<file path="src/rtl/cat_mask_pkg.sv">
// Shared types for the cache allocation mask table.
// Assumes nothing beyond IEEE 1800-2017 packages.
package cat_mask_pkg;

    // Outcome of validating one write request.
    typedef enum logic [1:0] {
        VERD_OK        = 2'd0,
        VERD_BAD_MASK  = 2'd1,
        VERD_BAD_CLASS = 2'd2,
        VERD_BAD_SEL   = 2'd3
    } wr_verdict_e;

endpackage

</file>
<file path="src/rtl/cat_mask_check.sv">
// Purely combinational mask validator.
// Reports whether a mask lies inside the configured length, is nonzero,
// and has its set bits in a single contiguous run.
// Assumes CBM_LEN <= MASK_W.
module cat_mask_check #(
    parameter int MASK_W  = 12,
    parameter int CBM_LEN = 10
) (
    input  logic [MASK_W-1:0] mask,
    output logic              in_range,
    output logic              nonzero,
    output logic              contiguous
);
    localparam int EXT_W = MASK_W + 1;

    logic [EXT_W-1:0] ext;
    logic [EXT_W-1:0] lowest;
    logic [EXT_W-1:0] carried;

    // Range test: upper bits beyond the configured length must be clear.
    generate
        if (CBM_LEN >= MASK_W) begin : g_full
            assign in_range = 1'b1;
        end else begin : g_part
            assign in_range = (mask[MASK_W-1:CBM_LEN] == '0);
        end
    endgenerate

    // Contiguity: adding the lowest set bit clears the whole run if contiguous.
    always_comb begin
        ext        = {1'b0, mask};
        lowest     = ext & (~ext + EXT_W'(1));
        carried    = ext + lowest;
        contiguous = ((carried & ext) == '0);
        nonzero    = (mask != '0);
    end

endmodule

</file>
<file path="src/rtl/cat_write_decode.sv">
// Turns an approved write into per-entry write enables.
// Flat mode: class c owns entry c. Split mode: entry 2c is data, 2c+1 is code.
// Assumes NUM_COS is even and the caller has already rejected bad requests.
module cat_write_decode #(
    parameter int NUM_COS = 8,
    parameter int COS_W   = 3
) (
    input  logic               go,
    input  logic               split,
    input  logic [COS_W-1:0]   cos,
    input  logic               sel_code,
    input  logic               sel_data,
    output logic [NUM_COS-1:0] we
);
    // Side selection shared by all entries of one parity.
    logic take_code;
    logic take_data;

    // Neither selector means both halves of the pair.
    always_comb begin
        take_code = sel_code || !sel_data;
        take_data = sel_data || !sel_code;
    end

    generate
        for (genvar e = 0; e < NUM_COS; e++) begin : g_ent
            localparam int PAIR = e / 2;
            localparam bit ODD  = (e % 2) == 1;
            logic hit_flat;
            logic hit_pair;
            logic side_ok;
            // Match the request against this entry under both mappings.
            always_comb begin
                hit_flat = (cos == COS_W'(e));
                hit_pair = (cos == COS_W'(PAIR));
                side_ok  = ODD ? take_code : take_data;
                we[e]    = go && (split ? (hit_pair && side_ok) : hit_flat);
            end
        end
    endgenerate

endmodule

</file>
<file path="src/rtl/cat_lookup_map.sv">
// Maps a lookup class and fetch type onto a storage entry index.
// Flags classes outside the usable half in split mode.
// Assumes NUM_COS is a power of two of at least 4 (COS_W >= 2).
module cat_lookup_map #(
    parameter int COS_W = 3
) (
    input  logic             split,
    input  logic [COS_W-1:0] cos,
    input  logic             is_code,
    output logic [COS_W-1:0] idx,
    output logic             outside
);
    // Pair mapping puts the fetch type in the entry's low bit.
    always_comb begin
        idx     = split ? {cos[COS_W-2:0], is_code} : cos;
        outside = split && cos[COS_W-1];
    end

endmodule

</file>
<file path="src/rtl/cat_mask_store.sv">
// Mask storage with per-entry write enables and a registered read port.
// Every entry resets to DEFAULT_MASK. A read and a write in the same cycle
// return the entry's old value.
module cat_mask_store #(
    parameter int                NUM_COS      = 8,
    parameter int                MASK_W       = 12,
    parameter int                COS_W        = 3,
    parameter logic [MASK_W-1:0] DEFAULT_MASK = '1
) (
    input  logic               clk,
    input  logic               rst_n,
    input  logic [NUM_COS-1:0] we,
    input  logic [MASK_W-1:0]  wdata,
    input  logic               rd_req,
    input  logic [COS_W-1:0]   rd_idx,
    input  logic               rd_block,
    output logic               rd_vld,
    output logic [MASK_W-1:0]  rd_mask,
    output logic               rd_err
);
    logic [MASK_W-1:0] mem [NUM_COS];

    // Entry registers: default on reset, new value on enable.
    generate
        for (genvar e = 0; e < NUM_COS; e++) begin : g_ent
            always_ff @(posedge clk) begin
                if (!rst_n) begin
                    mem[e] <= DEFAULT_MASK;
                end else if (we[e]) begin
                    mem[e] <= wdata;
                end
            end
        end
    endgenerate

    // Registered read: zero mask and error flag for a blocked class.
    always_ff @(posedge clk) begin
        if (!rst_n) begin
            rd_vld  <= 1'b0;
            rd_mask <= '0;
            rd_err  <= 1'b0;
        end else begin
            rd_vld <= rd_req;
            if (rd_req) begin
                rd_mask <= rd_block ? '0 : mem[rd_idx];
                rd_err  <= rd_block;
            end
        end
    end

endmodule

</file>
<file path="src/rtl/cat_mask_table.sv">
// Cache capacity mask table indexed by class of service.
// Validates writes (range, nonzero, contiguity, class, selector), stores
// accepted masks, and serves registered lookups in flat or split mode.
// Assumes NUM_COS is a power of two >= 4 and CBM_LEN <= MASK_W.
module cat_mask_table
    import cat_mask_pkg::*;
#(
    parameter int NUM_COS = 8,
    parameter int MASK_W  = 12,
    parameter int CBM_LEN = 10,
    parameter int COS_W   = $clog2(NUM_COS)
) (
    input  logic              clk,
    input  logic              rst_n,
    input  logic              split_en,
    input  logic              wr_en,
    input  logic [COS_W-1:0]  wr_cos,
    input  logic [MASK_W-1:0] wr_mask,
    input  logic              wr_code,
    input  logic              wr_data,
    output logic              wr_ack,
    output logic              wr_err,
    input  logic              lk_req,
    input  logic [COS_W-1:0]  lk_cos,
    input  logic              lk_code,
    output logic              lk_vld,
    output logic [MASK_W-1:0] lk_mask,
    output logic              lk_err
);
    localparam logic [MASK_W-1:0] DEFAULT_MASK = {MASK_W{1'b1}} >> (MASK_W - CBM_LEN);

    logic               m_in_range;
    logic               m_nonzero;
    logic               m_contig;
    wr_verdict_e        verdict;
    logic               wr_go;
    logic [NUM_COS-1:0] ent_we;
    logic [COS_W-1:0]   rd_idx;
    logic               rd_outside;

    cat_mask_check #(
        .MASK_W  (MASK_W),
        .CBM_LEN (CBM_LEN)
    ) chk_mask_i (
        .mask       (wr_mask),
        .in_range   (m_in_range),
        .nonzero    (m_nonzero),
        .contiguous (m_contig)
    );

    // Judge the write request: selector, class, then mask shape.
    always_comb begin
        if (split_en && wr_code && wr_data) begin
            verdict = VERD_BAD_SEL;
        end else if (split_en && wr_cos[COS_W-1]) begin
            verdict = VERD_BAD_CLASS;
        end else if (!(m_in_range && m_nonzero && m_contig)) begin
            verdict = VERD_BAD_MASK;
        end else begin
            verdict = VERD_OK;
        end
        wr_go = wr_en && (verdict == VERD_OK);
    end

    cat_write_decode #(
        .NUM_COS (NUM_COS),
        .COS_W   (COS_W)
    ) dec_i (
        .go       (wr_go),
        .split    (split_en),
        .cos      (wr_cos),
        .sel_code (wr_code),
        .sel_data (wr_data),
        .we       (ent_we)
    );

    cat_lookup_map #(
        .COS_W (COS_W)
    ) map_i (
        .split   (split_en),
        .cos     (lk_cos),
        .is_code (lk_code),
        .idx     (rd_idx),
        .outside (rd_outside)
    );

    cat_mask_store #(
        .NUM_COS      (NUM_COS),
        .MASK_W       (MASK_W),
        .COS_W        (COS_W),
        .DEFAULT_MASK (DEFAULT_MASK)
    ) store_i (
        .clk      (clk),
        .rst_n    (rst_n),
        .we       (ent_we),
        .wdata    (wr_mask),
        .rd_req   (lk_req),
        .rd_idx   (rd_idx),
        .rd_block (rd_outside),
        .rd_vld   (lk_vld),
        .rd_mask  (lk_mask),
        .rd_err   (lk_err)
    );

    // One-cycle write status pulses.
    always_ff @(posedge clk) begin
        if (!rst_n) begin
            wr_ack <= 1'b0;
            wr_err <= 1'b0;
        end else begin
            wr_ack <= wr_go;
            wr_err <= wr_en && !wr_go;
        end
    end

endmodule

</file>
<file path="config.mk">
export PLATFORM = sky130hd
export DESIGN_NAME = cat_mask_table
export DESIGN_NICKNAME = d
export VERILOG_FILES = /design/src/rtl/cat_mask_pkg.sv /design/src/rtl/cat_mask_check.sv /design/src/rtl/cat_write_decode.sv /design/src/rtl/cat_lookup_map.sv /design/src/rtl/cat_mask_store.sv /design/src/rtl/cat_mask_table.sv
export SDC_FILE = /design/constraint.sdc
export NUM_CORES = 1
export LEC_CHECK = 0
export BUFFER_PORTS_ARGS = -buffer_cell sky130_fd_sc_hd__buf_2
export CORE_MARGIN = 2
export CORE_UTILIZATION = 50
export CTS_CLUSTER_DIAMETER = 50
export DETAILED_ROUTE_END_ITERATION = 10
export HOLD_SLACK_MARGIN = 0.05
export PLACE_DENSITY_LB_ADDON = 0.12
export REMOVE_ABC_BUFFERS = 1
export SLEW_MARGIN = 40
export SYNTH_ARGS = -nofsm -noshare
export SYNTH_HDL_FRONTEND = slang
export SYNTH_HIERARCHICAL = 1
export SYNTH_SLANG_ARGS = --single-unit
</file>
<file path="constraint.sdc">
create_clock -name clk -period 2.6 [get_ports clk]
set_input_delay 0.13 -clock clk [delete_from_list [all_inputs] [get_ports clk]]
set_output_delay 0.13 -clock clk [all_outputs]
set_load 0.01 [all_outputs]
</file>
==> impl_metrics.yaml <==
critical_path:
  criticalPathCategory: "in2reg"
  crit_arrival_ps: 2700
  crit_start: "wr_mask[1]"
  r2r-start: "store_i/mem[3][1]"
  slowest_delay_ps: 330
  cp-end-kind: "flip-flop"
  critPathMaxFanout: 6
  cp.required_ps: 2710
  start_kind: "input port"
  crit_chain: "buf_8 -> nor4_4 -> nand2_2 -> o41ai_2 -> a31oi_1 -> nor4_2 -> nand4_1 -> a21oi_2 -> buf_4 -> buf_6 -> nand2_2 -> nor3_2 -> buf_4 -> buf_6 -> nand2b_4 -> clkbuf_16"
  cp_slowest_cell: "nor4_2"
global_routing:
  grt_max_degree: 40
  gr-total-overflow: 0
  grt.total_usage_pct: 24.0
  grt_first_pass_wirelength_um: 20900
  antenna_found_initial: 0
  grt_pass1_vias: 3838
sta:
  min_period_ps: 2580
  hold_viol: 0
  final.setup_skew_ps: 9.81
  tightest_slew_ps: 775
  post-route-period-util_pct: 99.3
  layout_setup_ws_ps: 17.9
  grt_setup_unrepaired: "true"
  max_slew_margin_pct: 48.3
  maxSlewViolCount: 0
  hold-worst-slack_ps: 149
  setup_tns_ps: 0
  finalSetupViolations: 0
  fmax_mhz: 387
synthesis:
  ys_ff_latch: 112
  synthCells: 439
  yosysUniqueCellTypes: 47
  ys.flop_type: "edfxtp_1"
  async_flop_share_pct: 0
  synth_edf_count: 96
  ys_warn_count: 6
  avgSynthCellArea_um2: 12.5
  synth_area_um2: 5510
  ys_seq_area_share_pct: 58.2
place:
  post-place-ws_ps: -811
  dpl.hpwl_um: 8860
  dp_cells: 657
  io_buffers: 41
  gp_congestion: 0.820
route:
  vias: 3845
  ant_nets: 0
  first_pass_iters: 5
  drt_iter0_markers: 217
  wl_per_cell_um: 19.7
  drc: 0
  routed_via_density: 5.61
  routed_wirelength_um: 13500
clock_tree:
  cts_tree: "yes"
  clk_pin_slew_ps: 100
  clk_latency_ps: 380
  cts_max_level: 3
  cts-buffers-inserted: 9
  cts_sinks: 112
  cts-root-buf: "clkbuf_8"
  cts_buffer_depth: 2
power_and_ir_drop:
  p_per_area_nw_per_um2: 522
  leakagePower_nw: 2.72
  peakVddDrop_mv: 0.330
die:
  rows: 38
  die-height_um: 109
  core_area_um2: 10800
  fp.dieW_um: 109
  dieArea_um2: 11900
  start_util_pct: 51.0
  ios: 42
layout:
  n_antenna_cell: 0
  final_nets: 566
  stdcell_count: 685
  areaGrowthSynthToFinish_pct: 25.7
  layout-drive-gt1-share_pct: 44.4
  post-route-util_pct: 64.1
job:
  maxCapViolations: 0
min_path:
  hp-start: "wr_mask[8]"
  hp-class: "in2reg"
status:
  outcome: "finished clean"
[cell usage in the layout (no fill, tap or decap), types with 3 or more instances in the layout]
master    netlist  routed
and3_1         17      17
edfxtp_1       96      96
buf_12          2      10
nand3_1         4       3
buf_4           2      48
a22oi_1        12      12
a21oi_1        20      17
nand2_2         0       5
buf_6           2       7
mux4_2          4       4
nand2_4         0       4
mux2_2          3       3
mux2i_1        27      27
inv_1           4       4
inv_6           0       3
nor2_1         12      10
mux4_1          8       8
o21ai_1         5       6
clkbuf_8        0       9
o21ai_0        12      11
nand2b_1       22      21
a21oi_2         0       3
or2_4           0      49
nor2b_1         5       4
or2_2          80      31
buf_2           3      39
nand2_1        39      30
nand3b_1        5       5
dfxtp_1        16      16
[power breakdown]
| group | leakage [nW] | switching (mW) | internal, mW |
|---|---|---|---|
| registers | 1.09 | 0.0277 | 2.03 |
| clock network | 0.0983 | 0.616 | 0.455 |
| logic | 1.53 | 0.273 | 0.211 |
| total | 2.72 | 0.917 | 2.70 |
[cell families (layout without fill, tap and decap cells)]
group / count (synthesis) / after routing / share of synthesized area (%)
AO/OA/AOI/OAI: 62 / 62 / 7.07
buffers and inverters: 22 / 128 / 2.84
flip-flops: 112 / 112 / 58.2
multiplexers: 42 / 42 / 11.0
AND/OR/NAND/NOR: 201 / 201 / 21.0
[layer usage]
layer	GRT usage, %	vias up	wire length [µm]
met2	38.6	135	6550
met5	0	-	0
met4	7.51	0	267
li1	-	1818	-
met1	33.4	1873	5910
met3	4.18	19	771
[synthesized netlist by cell type (5+ instances only)]
master    count  area, µm²
o21ai_0      12       60.1
a22oi_1      12       90.1
nand2b_1     22        138
edfxtp_1     96       2880
mux2i_1      27        270
dfxtp_1      16        320
or2_2        80        500
a21oi_1      20        100
nor2b_1       5       31.3
mux4_1        8        210
nand3b_1      5       37.5
nand2_1      39        146
o21ai_1       5       25.0
clkbuf_1      7       26.3
and3_1       17        106
nor2_1       12       45.0
[timing repair]
item	in CTS	in global routing
hold buffers	1	0
gates resized for setup	14	79
gates cloned	0	2
pin swaps	2	11
hold endpoints to repair	1	0
buffers inserted	2	7
endpoints found under the setup margin	176	138
[worst max-delay path, delay by kind of cell]
kind,cells,cell delay [ps]
AOI/OAI and AO/OA,3,500
buffers and inverters,6,780
and+or+nand+nor,7,1270
[flip-flops by register name (all words and copies together) (netlist names)]
signal,cells
store_i/mem,96
store_i/rd_mask,12
store_i/rd_err,1
store_i/rd_vld,1
wr_ack,1
wr_err,1
[cell type report]
class / instances / area [µm²]
Fill cell: 800 / 3870
Sequential cell: 112 / 3200
Multi-Input combinational cell: 305 / 2420
Timing Repair Buffer: 108 / 910
Tap cell: 140 / 175
Clock buffer: 9 / 124
Clock inverter: 7 / 76.3
Inverter: 4 / 15.0
[through the flow]
step | cell area, µm² | power [mW]
after floorplan | 5370 | 2.31
after global placement | 6280 | 2.54
after detailed placement | 6290 | 2.55
after CTS | 6590 | 3.61
after global routing | 6920 | 3.75
final | 6920 | 3.62
[worst paths after layout]
path / end / slack (ps) / depth (start not counted)
worst max-delay path: store_i/mem[3][7] / 20 / 16
worst min-delay path: store_i/mem[1][8] / 150 / 2
worst max register to register: store_i/rd_mask[1] / 1320 / 3
worst min register to register: store_i/rd_mask[7] / 500 / 2
Note: power is estimated with default switching activity, not from simulation.
